--- src/rtl/vec_irq_pkg.sv ---
package vec_irq_pkg;
  localparam int unsigned VEC_W   = 16;
  localparam int unsigned MASK_W  = 3;
  localparam int unsigned NUM_SRC = 5;
  localparam int unsigned SRC_W   = 3;

  typedef enum logic [SRC_W-1:0] {
    SRC_NONE = 3'd0,
    SRC_NVEC = 3'd1,
    SRC_LO   = 3'd2,
    SRC_MID  = 3'd3,
    SRC_HI   = 3'd4,
    SRC_NMI  = 3'd5
  } irq_src_e;

  // request vector slot order, index 0 = least urgent
  localparam int unsigned SLOT_NVEC = 0;
  localparam int unsigned SLOT_LO   = 1;
  localparam int unsigned SLOT_MID  = 2;
  localparam int unsigned SLOT_HI   = 3;
  localparam int unsigned SLOT_NMI  = 4;

  // command byte bit positions
  localparam int unsigned CMD_LOAD = 3;
  localparam int unsigned CMD_CLR  = 4;

  function automatic irq_src_e slot_to_src(input int unsigned slot);
    case (slot)
      SLOT_NMI: return SRC_NMI;
      SLOT_HI:  return SRC_HI;
      SLOT_MID: return SRC_MID;
      SLOT_LO:  return SRC_LO;
      default:  return SRC_NVEC;
    endcase
  endfunction
endpackage

--- src/rtl/irq_nmi_gate.sv ---
// Level-plus-edge qualifier: arms on rise, disarms on drop or acceptance.
module irq_nmi_gate (
  input  logic clk_i,
  input  logic rst_ni,
  input  logic lvl_i,
  input  logic take_i,
  output logic req_o
);
  logic lvl_q, armed_q;

  always_ff @(posedge clk_i or negedge rst_ni) begin
    if (!rst_ni) begin
      lvl_q   <= 1'b0;
      armed_q <= 1'b0;
    end else begin
      lvl_q <= lvl_i;
      if (!lvl_i)            armed_q <= 1'b0;
      else if (!lvl_q)       armed_q <= 1'b1;
      else if (take_i)       armed_q <= 1'b0;
    end
  end

  assign req_o = armed_q & lvl_i;
endmodule

--- src/rtl/irq_edge_latch.sv ---
// Rising-edge capture held until serviced or cleared by command.
module irq_edge_latch (
  input  logic clk_i,
  input  logic rst_ni,
  input  logic lvl_i,
  input  logic take_i,
  input  logic clr_i,
  output logic rise_o,
  output logic pend_o
);
  logic lvl_q, pend_q;

  assign rise_o = lvl_i & ~lvl_q;

  always_ff @(posedge clk_i or negedge rst_ni) begin
    if (!rst_ni) begin
      lvl_q  <= 1'b0;
      pend_q <= 1'b0;
    end else begin
      lvl_q <= lvl_i;
      if (rise_o)               pend_q <= 1'b1;
      else if (take_i || clr_i) pend_q <= 1'b0;
    end
  end

  assign pend_o = pend_q;
endmodule

--- src/rtl/irq_ctrl_regs.sv ---
// Global enable and per-input masks.
module irq_ctrl_regs #(
  parameter int unsigned MASK_W = 3,
  parameter int unsigned CMD_W  = 5,
  parameter int unsigned LOAD_BIT = 3
) (
  input  logic              clk_i,
  input  logic              rst_ni,
  input  logic              en_op_i,
  input  logic              dis_op_i,
  input  logic              accept_mskbl_i,
  input  logic              wr_i,
  input  logic [CMD_W-1:0]  cmd_i,
  output logic              ie_o,
  output logic [MASK_W-1:0] mask_o
);
  logic              ie_q;
  logic [MASK_W-1:0] mask_q;

  always_ff @(posedge clk_i or negedge rst_ni) begin
    if (!rst_ni) begin
      ie_q   <= 1'b0;
      mask_q <= '1;
    end else begin
      if (accept_mskbl_i || dis_op_i) ie_q <= 1'b0;
      else if (en_op_i)               ie_q <= 1'b1;
      if (wr_i && cmd_i[LOAD_BIT])    mask_q <= cmd_i[MASK_W-1:0];
    end
  end

  assign ie_o   = ie_q;
  assign mask_o = mask_q;
endmodule

--- src/rtl/irq_prio_sel.sv ---
// Fixed-priority pick: highest index wins.
module irq_prio_sel #(
  parameter int unsigned N = 5
) (
  input  logic [N-1:0] req_i,
  output logic [N-1:0] win_o
);
  logic [N:0] above;

  assign above[N] = 1'b0;
  for (genvar g = N - 1; g >= 0; g--) begin : g_slot
    assign win_o[g] = req_i[g] & ~above[g+1];
    assign above[g] = above[g+1] | req_i[g];
  end
endmodule

--- src/rtl/vec_irq_unit.sv ---
module vec_irq_unit
  import vec_irq_pkg::*;
#(
  parameter int unsigned       VW       = VEC_W,
  parameter logic [VEC_W-1:0]  VEC_NMI  = 16'h0024,
  parameter logic [VEC_W-1:0]  VEC_HI   = 16'h003C,
  parameter logic [VEC_W-1:0]  VEC_MID  = 16'h0034,
  parameter logic [VEC_W-1:0]  VEC_LO   = 16'h002C
) (
  input  logic          clk_i,
  input  logic          rst_ni,
  input  logic          boundary_i,
  input  logic          nmi_i,
  input  logic          vhi_i,
  input  logic          vmid_i,
  input  logic          vlo_i,
  input  logic          nvec_i,
  input  logic          en_op_i,
  input  logic          dis_op_i,
  input  logic          cmd_wr_i,
  input  logic [4:0]    cmd_i,
  input  logic          serial_i,
  output logic [7:0]    status_o,
  output logic          take_o,
  output logic [2:0]    src_o,
  output logic [VW-1:0] vector_o,
  output logic          ack_o
);
  localparam int unsigned CMD_W = 5;

  logic              nmi_req, hi_pend, hi_rise, ie;
  logic [MASK_W-1:0] mask;
  logic [NUM_SRC-1:0] req, win, grant;
  logic              any_grant, accept_mskbl;

  logic              take_q, ack_q;
  irq_src_e          src_q, src_d;
  logic [VW-1:0]     vec_q, vec_d;

  assign grant     = boundary_i ? win : '0;
  assign any_grant = |grant;
  assign accept_mskbl = any_grant & ~grant[SLOT_NMI];

  irq_nmi_gate u_nmi (
    .clk_i  (clk_i),
    .rst_ni (rst_ni),
    .lvl_i  (nmi_i),
    .take_i (grant[SLOT_NMI]),
    .req_o  (nmi_req)
  );

  irq_edge_latch u_hi (
    .clk_i  (clk_i),
    .rst_ni (rst_ni),
    .lvl_i  (vhi_i),
    .take_i (grant[SLOT_HI]),
    .clr_i  (cmd_wr_i & cmd_i[CMD_CLR]),
    .rise_o (hi_rise),
    .pend_o (hi_pend)
  );

  irq_ctrl_regs #(
    .MASK_W   (MASK_W),
    .CMD_W    (CMD_W),
    .LOAD_BIT (CMD_LOAD)
  ) u_regs (
    .clk_i          (clk_i),
    .rst_ni         (rst_ni),
    .en_op_i        (en_op_i),
    .dis_op_i       (dis_op_i),
    .accept_mskbl_i (accept_mskbl),
    .wr_i           (cmd_wr_i),
    .cmd_i          (cmd_i),
    .ie_o           (ie),
    .mask_o         (mask)
  );

  assign req[SLOT_NMI]  = nmi_req;
  assign req[SLOT_HI]   = ie & hi_pend & ~mask[2];
  assign req[SLOT_MID]  = ie & vmid_i  & ~mask[1];
  assign req[SLOT_LO]   = ie & vlo_i   & ~mask[0];
  assign req[SLOT_NVEC] = ie & nvec_i;

  irq_prio_sel #(.N(NUM_SRC)) u_sel (
    .req_i (req),
    .win_o (win)
  );

  always_comb begin
    src_d = SRC_NONE;
    vec_d = '0;
    for (int unsigned s = 0; s < NUM_SRC; s++) begin
      if (grant[s]) src_d = slot_to_src(s);
    end
    case (src_d)
      SRC_NMI: vec_d = VEC_NMI;
      SRC_HI:  vec_d = VEC_HI;
      SRC_MID: vec_d = VEC_MID;
      SRC_LO:  vec_d = VEC_LO;
      default: vec_d = '0;
    endcase
  end

  always_ff @(posedge clk_i or negedge rst_ni) begin
    if (!rst_ni) begin
      take_q <= 1'b0;
      ack_q  <= 1'b0;
      src_q  <= SRC_NONE;
      vec_q  <= '0;
    end else begin
      take_q <= any_grant;
      ack_q  <= grant[SLOT_NVEC];
      src_q  <= src_d;
      vec_q  <= vec_d;
    end
  end

  assign status_o = {serial_i, hi_pend, vmid_i, vlo_i, ie, mask};
  assign take_o   = take_q;
  assign ack_o    = ack_q;
  assign src_o    = src_q;
  assign vector_o = vec_q;
endmodule

--- config.mk ---
export PLATFORM = sky130hd
export DESIGN_NAME = vec_irq_unit
export DESIGN_NICKNAME = d
export VERILOG_FILES = /design/src/rtl/vec_irq_pkg.sv /design/src/rtl/irq_nmi_gate.sv /design/src/rtl/irq_edge_latch.sv /design/src/rtl/irq_ctrl_regs.sv /design/src/rtl/irq_prio_sel.sv /design/src/rtl/vec_irq_unit.sv
export SDC_FILE = /design/constraint.sdc
export NUM_CORES = 1
export LEC_CHECK = 0
export ABC_AREA = 0
export CORE_AREA = 2 2 49 51
export CTS_CLUSTER_DIAMETER = 40
export DETAILED_ROUTE_END_ITERATION = 8
export DIE_AREA = 0 0 51 53
export PLACE_DENSITY = 0.84
export SLEW_MARGIN = 20
export SYNTH_ARGS = -nofsm -noshare
export SYNTH_HDL_FRONTEND = slang
export SYNTH_SLANG_ARGS = --single-unit
--- constraint.sdc ---
create_clock -name clk_i -period 2.17 [get_ports clk_i]
set_input_delay 0.217 -clock clk_i [delete_from_list [all_inputs] [get_ports clk_i]]
set_output_delay 0.217 -clock clk_i [all_outputs]
set_load 0.02 [all_outputs]
==> impl_metrics.tcl, run 1 <==
set metrics [dict create \
    outcome "finished clean" \
    grt_max_degree 17 \
    place_ws_ps 626.6 \
    grt_usage 0.1131 \
    p_per_area_nw_per_um2 682.0 \
    start_kind "flop" \
    max-vdd-ir-drop_uv 274.9 \
    skew_ps 0.3129 \
    period_share 0.7680 \
    final_cells 129 \
    crit_buf_inv 1 \
    utilization 0.4974 \
    p_sw_frac 0.2849 \
    async_reset_ff_frac 1.000 \
    start_util 0.3687 \
    syn_area_um2 792.0 \
    p_int_mw 0.5211 \
    finalHoldViolCount 0 \
    path_class "reg2out" \
    gr-total-overflow 0 \
    cts_hold_buffers 0 \
    synth_commonest_cells "buf_4 (18), dfrtp_1 (13), nand2_1 (7)" \
    multiInputGateArea_um2 279.0 \
    critical_path.slowest_cell "clkdlybuf4s50_1" \
    synth_cell_type_count 26 \
    switchingPower_mw 0.2076 \
    synth_flop_cell "dfrtp_1" \
    grt_pass1_vias 538 \
    setup-violations-final 0 \
    die_area_um2 2703 \
    synth_top_cells_by_area "dfrtp_1 (41%), buf_4 (17%), dfstp_2 (10%)" \
    max_stage_delay_ps 610 \
    remaining_drc_errors 0 \
    crit_path_max_fanout 4 \
    place_hpwl_um 1139 \
    cp_top_family "buffers and inverters" \
    cts_sinks 16 \
    yosys_warnings 0 \
    min_path_type "in2async" \
    dpl.cell_count 125 \
    cts_tree "done" \
    die_h_um 53 \
    slew_viol_final 0 \
    crit_path_end_kind "output port" \
    nFillCells 197 \
    seq_area_frac_synth 0.5103 \
    portBuffers 31 \
    vias_per_cell 4.380 \
    fin_ws_ps 503.5 \
    relSlewSlack 0.5540 \
    routabilityCongestion 0.8926 \
    fp.dieW_um 51 \
    clkPwrFrac 0.262 \
    htree_num_levels 1 \
    cts_buffers 3 \
    maxCapViolations 0 \
    antenna_found_initial 0 \
    syn_avg_cell_area_um2 10.70 \
    min_period_ps 1666 \
    vias 565 \
    synth_top_area_frac 0.4107 \
    seq_power_share 0.470 \
    io_pins 46 \
    clock_path_buffers 2 \
    tightestPinTransition_ps 667.0 \
    cts_resized 0 \
    cp_cell_sequence "clkdlybuf4s50_1" \
    yosysMostFrequentCell "buf_4" \
    layout-drive-gt1-share 0.1188 \
    dr.first_iter.drc_count 7 \
    fmax_mhz 600.1 \
    clockRootBuffer "clkbuf_4" \
    placed_area_um2 1032 \
    areaGrowthSynthToFinish_pct 34.91 \
    antenna_cells 0 \
    syn_inst 74 \
    yosys.area.top_type "dfrtp_1" \
    rsz0062_at_grt "false" \
    postRouteAntennaNets 0 \
    grt_pass1_wl_um 2194 \
    fin_tns_setup_ps 0 \
    leakagePower_nw 0.4598 \
    synth-edff-count 0 \
    ff_latch_area_um2 404.1 \
    synth-seq-cells 16 \
    wire_per_inst_um 10.45 \
    coreArea_um2 2148 \
    pwr-share-comb 0.268 \
    rows 17 \
    post-cts-setup-buffers 0 \
    design_area_um2 1069 \
    nNetsFinal 119 \
    routed_wirelength_um 1348 \
    clock_latency_ps 280 \
    required_ps 1950 \
    clkTransAtPathRegs_ps 90 \
    arrival_ps 1450 \
    drt-pass1-iter-count 4 \
]
## layout make-up
type,instances,area share
clock buffer,4,0.03396
inverter,1,0.003513
multi-input combinational,49,0.2611
sequential,16,0.3782
tap,28,0.03279
timing repair buffer,31,0.2904
## stage by stage
stage / power, mW / hold WS, ps
finish: 0.7287 / 335.3
global route: 0.7737 / 373.7
CTS: 0.7354 / 356.4
detailed placement: 0.5441 / 408.7
global placement: 0.5392 / 397.4
floorplan: 0.4842 / -78.59
## power by group through the flow
stage | Clock [mW] | Sequential [mW] | Combinational [mW]
finish | 0.191 | 0.342 | 0.195
detailed placement | 0 | 0.348 | 0.196
floorplan | 0 | 0.368 | 0.116
global route | 0.217 | 0.347 | 0.210
global placement | 0 | 0.348 | 0.192
CTS | 0.196 | 0.343 | 0.196
## placed cells by master (no fill, tap or decap), types with 2 or more instances in the layout
cell type	n
a21boi_0	2
clkbuf_4	3
clkdlybuf4s50_1	31
conb_1	12
dfrtp_1	13
dfstp_2	3
mux2_2	3
nand2_1	7
nand2b_1	2
nor2_1	6
nor2b_1	2
o21ai_1	2
## per-layer routing
metal  track usage  vias to the layer above  routed length, µm
li1              -                      270                  -
met1        0.1064                      263                508
met2        0.2165                       29                717
met3       0.03672                        3                 94
met4       0.05856                        0                 27
met5             0                        -                  0
## logic make-up (layout without fill, tap and decap cells)
logic type      Yosys count  after routing  share of synthesized area
simple gates             23             23                     0.1580
flops                    16             16                     0.5103
mux                       3              3                    0.04265
other cells               1             12                   0.004735
compound gates           11             11                    0.09478
buf+inv                  20             36                     0.1896
## worst paths after layout
kind                                  start          end  slack [ps]  cells past startpoint
setup / recovery           u_regs.mask_o[0]  status_o[0]         500                      1
hold / removal                       rst_ni  vector_o[4]         340                      1
setup reg to reg                u_hi.pend_o  vector_o[2]         890                      3
hold reg to reg                  u_hi.lvl_q  u_hi.pend_o         410                      1
max in group asynchronous            rst_ni   u_hi.lvl_q        1410                      1
min in group clk_i                    vhi_i   u_hi.lvl_q         400                      1
(Power assumes the default switching activity.)
==> inputs of run 2 (changes only) <==
--- a/config.mk
+++ b/config.mk
@@ -6,11 +6,11 @@
 export NUM_CORES = 1
 export LEC_CHECK = 0
 export ABC_AREA = 0
-export CORE_AREA = 2 2 49 51
+export CORE_AREA = 2 2 50 52
 export CTS_CLUSTER_DIAMETER = 40
 export DETAILED_ROUTE_END_ITERATION = 8
-export DIE_AREA = 0 0 51 53
-export PLACE_DENSITY = 0.84
+export DIE_AREA = 0 0 52 54
+export PLACE_DENSITY = 0.81
 export SLEW_MARGIN = 20
 export SYNTH_ARGS = -nofsm -noshare
 export SYNTH_HDL_FRONTEND = slang
==> constraint.sdc (replaced) <==
create_clock -name clk_i -period 1.75 [get_ports clk_i]
set_input_delay 0.175 -clock clk_i [delete_from_list [all_inputs] [get_ports clk_i]]
set_output_delay 0.175 -clock clk_i [all_outputs]
set_load 0.02 [all_outputs]
==> run 2 against run 1 <==
Cell count increased by 1.6%. Register-to-register slack got worse by 410 ps. Global-route usage shrank 0.42 points. Largest cell class unchanged. Highest routed layer unchanged. Critical endpoint is now status_o[2].
==> impl_metrics.tcl, run 2 (synthesis results as in run 1) <==
set metrics [dict create \
    outcome "finished clean" \
    required_ps 1570 \
    fp.dieW_um 52 \
    p_int_mw 0.6461 \
    crit_buf_inv 1 \
    vias 553 \
    setup-violations-final 0 \
    crit_path_end_kind "output port" \
    path_class "reg2out" \
    cp_cell_sequence "clkdlybuf4s50_1" \
    grt_pass1_wl_um 2201 \
    rsz0062_at_grt "false" \
    antenna_found_initial 0 \
    arrival_ps 1450 \
    rows 18 \
    postRouteAntennaNets 0 \
    cp_top_family "buffers and inverters" \
    remaining_drc_errors 0 \
    place_ws_ps 299.8 \
    layout-drive-gt1-share 0.1188 \
    die_h_um 54 \
    fmax_mhz 616.1 \
    htree_num_levels 1 \
    nNetsFinal 119 \
    clock_latency_ps 280 \
    cts_hold_buffers 0 \
    grt_max_degree 17 \
    cts_sinks 16 \
    seq_power_share 0.473 \
    fin_tns_setup_ps 0 \
    regToRegSetupSlack_ps 480 \
    routabilityCongestion 0.8813 \
    relSlewSlack 0.5657 \
    gr-total-overflow 0 \
    leakagePower_nw 0.4598 \
    final_cell_mix "clkdlybuf4s50_1 (31), dfrtp_1 (13), conb_1 (12)" \
    areaGrowthSynthToFinish_pct 35.23 \
    min_path_type "in2async" \
    start_kind "flop" \
    fin_ws_ps 126.9 \
    wire_per_inst_um 10.20 \
    place_hpwl_um 1140 \
    tightestPinTransition_ps 649.4 \
    vias_per_cell 4.221 \
    nFillCells 216 \
    cts_resized 0 \
    utilization 0.4617 \
    period_share 0.9275 \
    slew_viol_final 0 \
    max-vdd-ir-drop_uv 357.7 \
    final_common_cell "clkdlybuf4s50_1" \
    grt_usage 0.1089 \
    clockRootBuffer "clkbuf_4" \
    drt-pass1-iter-count 2 \
    cts_buffers 3 \
    clkTransAtPathRegs_ps 90 \
    finalPower_mw 0.8986 \
    clkPwrFrac 0.260 \
    maxCapViolations 0 \
    coreArea_um2 2320 \
    skew_ps 0.3574 \
    io_pins 46 \
    timing.hold.ws_ps 290.1 \
    finalHoldViolCount 0 \
    critical_path.slowest_cell "clkdlybuf4s50_1" \
    die_area_um2 2808 \
    worstReg2RegStart "u_hi.pend_o" \
    grt_pass1_vias 516 \
    p_per_area_nw_per_um2 839.0 \
    start_util 0.3414 \
    min_period_ps 1623 \
    p_sw_frac 0.2810 \
    portBuffers 31 \
    reg2reg_depth 3 \
    post-cts-setup-buffers 0 \
    antenna_cells 0 \
    cts_tree "done" \
    routed_wirelength_um 1336 \
    timing.rr.end "src_o[2]" \
    dr.first_iter.drc_count 3 \
    crit_path_max_fanout 4 \
    clock_path_buffers 2 \
    switchingPower_mw 0.2525 \
    pwr-share-comb 0.267 \
    max_stage_delay_ps 610 \
]
## run 2: cell counts in the layout (fill, tap and decap cells not counted)
No cell type changed its count.
## run 2: final cells by class
cell class	count	area (µm²)	share of cell area
flip-flops and latches	16	404.1	0.3773
repair buffers	31	310.3	0.2897
multi-input cells	49	279.0	0.2605
well taps	30	37.54	0.03505
clock buffers	4	36.28	0.03388
inverters	1	3.754	0.003505
## run 2: how the worst max path moves through the flow
| stage | from | depth (start not counted) | slack (ps) | to |
|---|---|---|---|---|
| floorplan | u_regs.mask_o[2] | 4 | 530 | take_o |
| finish | u_regs.mask_o[2] | 1 | 130 | status_o[2] |
| CTS | u_regs.mask_o[2] | 1 | 110 | status_o[2] |
| global placement | vlo_i | 2 | 310 | status_o[4] |
| global route | u_regs.mask_o[2] | 1 | 70 | status_o[2] |
| detailed placement | vlo_i | 2 | 300 | status_o[4] |
## run 2: routing by layer
layer	vias to the layer above	global-route usage	wire length, µm
met5	-	0	0
met4	0	0.03947	9
met3	2	0.03611	140
met2	29	0.1878	685
met1	252	0.1261	501
li1	270	-	-
## run 2: through the flow
stage,area [µm²],std cells
after floorplan,833.3,85
after global placement,1035,127
after detailed placement,1035,127
after CTS,1071,131
after global routing,1071,131
final,1071,131
## run 2: power by group through the flow
| stage | combinational [mW] | clock [mW] | sequential, mW |
|---|---|---|---|
| finish | 0.240 | 0.234 | 0.425 |
| global route | 0.260 | 0.267 | 0.430 |
| CTS | 0.242 | 0.242 | 0.425 |
| detailed placement | 0.240 | 0 | 0.433 |
| global placement | 0.238 | 0 | 0.431 |
| floorplan | 0.144 | 0 | 0.456 |
==> inputs of run 3 (changes only) <==
--- a/config.mk
+++ b/config.mk
@@ -6,6 +6,7 @@
 export NUM_CORES = 1
 export LEC_CHECK = 0
 export ABC_AREA = 0
+export CAP_MARGIN = 25
 export CORE_AREA = 2 2 50 52
 export CTS_CLUSTER_DIAMETER = 40
 export DETAILED_ROUTE_END_ITERATION = 8
==> constraint.sdc (replaced) <==
create_clock -name clk_i -period 1.75 [get_ports clk_i]
set_input_delay 0.175 -clock clk_i [delete_from_list [all_inputs] [get_ports clk_i]]
set_output_delay 0.175 -clock clk_i [all_outputs]
set_load 0.005 [all_outputs]
==> run 3 against run 2 <==
Combinational power fell by 22%. Cell count did not move. Die area did not move. Largest power group unchanged. Sequential power barely moved. Highest routed layer is now met3. Critical endpoint unchanged.
==> impl_metrics.tcl, run 3 (synthesis results as in run 1) <==
set metrics [dict create \
    min_path_type "in2async" \
    place_hpwl_um 1122 \
    antenna_found_initial 0 \
    reg2reg_depth 3 \
    skew_ps 4.774 \
    critical_path_depth 1 \
    period_share 0.8636 \
    max-vdd-ir-drop_uv 270.0 \
    arrival_ps 1340 \
    drt-pass1-iter-count 3 \
    cts_sinks 16 \
    layout-drive-gt1-share 0.1188 \
    clkTransAtPathRegs_ps 90 \
    fmax_mhz 661.7 \
    outcome "finished clean" \
    rsz0062_at_grt "false" \
    required_ps 1570 \
    slew_viol_final 0 \
    crit_buf_inv 1 \
    max_stage_delay_ps 560 \
    start_kind "flop" \
    tightestPinTransition_ps 666.5 \
    finalHoldViolCount 0 \
    post-cts-setup-buffers 0 \
    cts_resized 0 \
    cts_buffers 3 \
    grt_max_degree 17 \
    routed_wirelength_um 1321 \
    setup-violations-final 0 \
    antenna_cells 0 \
    cts_hold_buffers 0 \
    p_per_area_nw_per_um2 791.5 \
    final_common_cell "clkdlybuf4s50_1" \
    worstReg2RegStart "u_hi.pend_o" \
    crit_path_max_fanout 4 \
    nNetsFinal 119 \
    die_h_um 54 \
    leakagePower_nw 0.4598 \
    path_class "reg2out" \
    vias 549 \
    fp.dieW_um 52 \
    grt_pass1_wl_um 2132 \
    critical_path.slowest_cell "dfstp_2" \
    areaGrowthSynthToFinish_pct 35.23 \
    remaining_drc_errors 0 \
    clock_latency_ps 280 \
    cp_cell_sequence "clkdlybuf4s50_1" \
    die_area_um2 2808 \
    timing.rr.end "u_regs.ie_o" \
    vias_per_cell 4.191 \
    cp_top_family "flip-flops" \
    maxCapViolations 0 \
    min_period_ps 1511 \
    gr-total-overflow 0 \
    crit_path_end_kind "output port" \
    clock_path_buffers 2 \
    regToRegSetupSlack_ps 480 \
    timing.hold.ws_ps 294.5 \
    htree_num_levels 1 \
    fin_tns_setup_ps 0 \
    clockRootBuffer "clkbuf_4" \
    start_util 0.3414 \
    grt_usage 0.1072 \
    postRouteAntennaNets 0 \
    dr.first_iter.drc_count 1 \
    cts_tree "done" \
    coreArea_um2 2320 \
    portBuffers 31 \
    relSlewSlack 0.5543 \
    routabilityCongestion 0.8873 \
    wire_per_inst_um 10.08 \
    grt_pass1_vias 508 \
    final_cell_mix "clkdlybuf4s50_1 (31), dfrtp_1 (13), conb_1 (12)" \
    io_pins 46 \
    rows 18 \
]
## run 3: cell counts in the layout (fill, tap and decap cells not counted)
Identical to the previous run, type by type.
## run 3: how the worst max path moves through the flow
stage | start | to
after floorplan | u_regs.mask_o[2] | take_o
after global placement | boundary_i | u_hi.pend_o
after detailed placement | nmi_i | u_hi.pend_o
after CTS | u_regs.mask_o[2] | status_o[2]
after global routing | u_regs.mask_o[2] | status_o[2]
final | u_regs.mask_o[2] | status_o[2]
## run 3: power breakdown
group	switching [mW]	internal [mW]	leakage [nW]
Clock	0.109	0.126	0.0210
Combinational	0.0754	0.112	0.238
Sequential	0.0178	0.407	0.201
## run 3: final cells by class
type / instances / area [µm²]
fill: 220 / 1249
timing repair buffer: 31 / 310.3
sequential: 16 / 404.1
multi-input combinational: 49 / 279.0
clock buffer: 4 / 36.28
tap: 30 / 37.54
inverter: 1 / 3.754
## run 3: routing by layer
metal / routed length, µm / GRT usage / part of all wire
met3: 141 / 0.04167 / 0.11
met2: 654 / 0.1857 / 0.50
met1: 526 / 0.1140 / 0.40
met4: 0 / 0.05263 / 0
met5: 0 / 0 / 0
## run 3: through the flow
stage / setup WS, ps / cells / utilization / total power [mW] / instance area [µm²]
2_1_floorplan: 601.0 / 85 / - / 0.5446 / 833.3
3_3_place_gp: 407.8 / 127 / 0.4461 / 0.6164 / 1035
3_5_place_dp: 384.5 / 127 / 0.4461 / 0.6213 / 1035
4_1_cts: 217.9 / 131 / 0.4617 / 0.8561 / 1071
5_1_grt: 152.3 / 131 / 0.4617 / 0.9010 / 1071
6_report: 238.7 / 131 / 0.4617 / 0.8477 / 1071
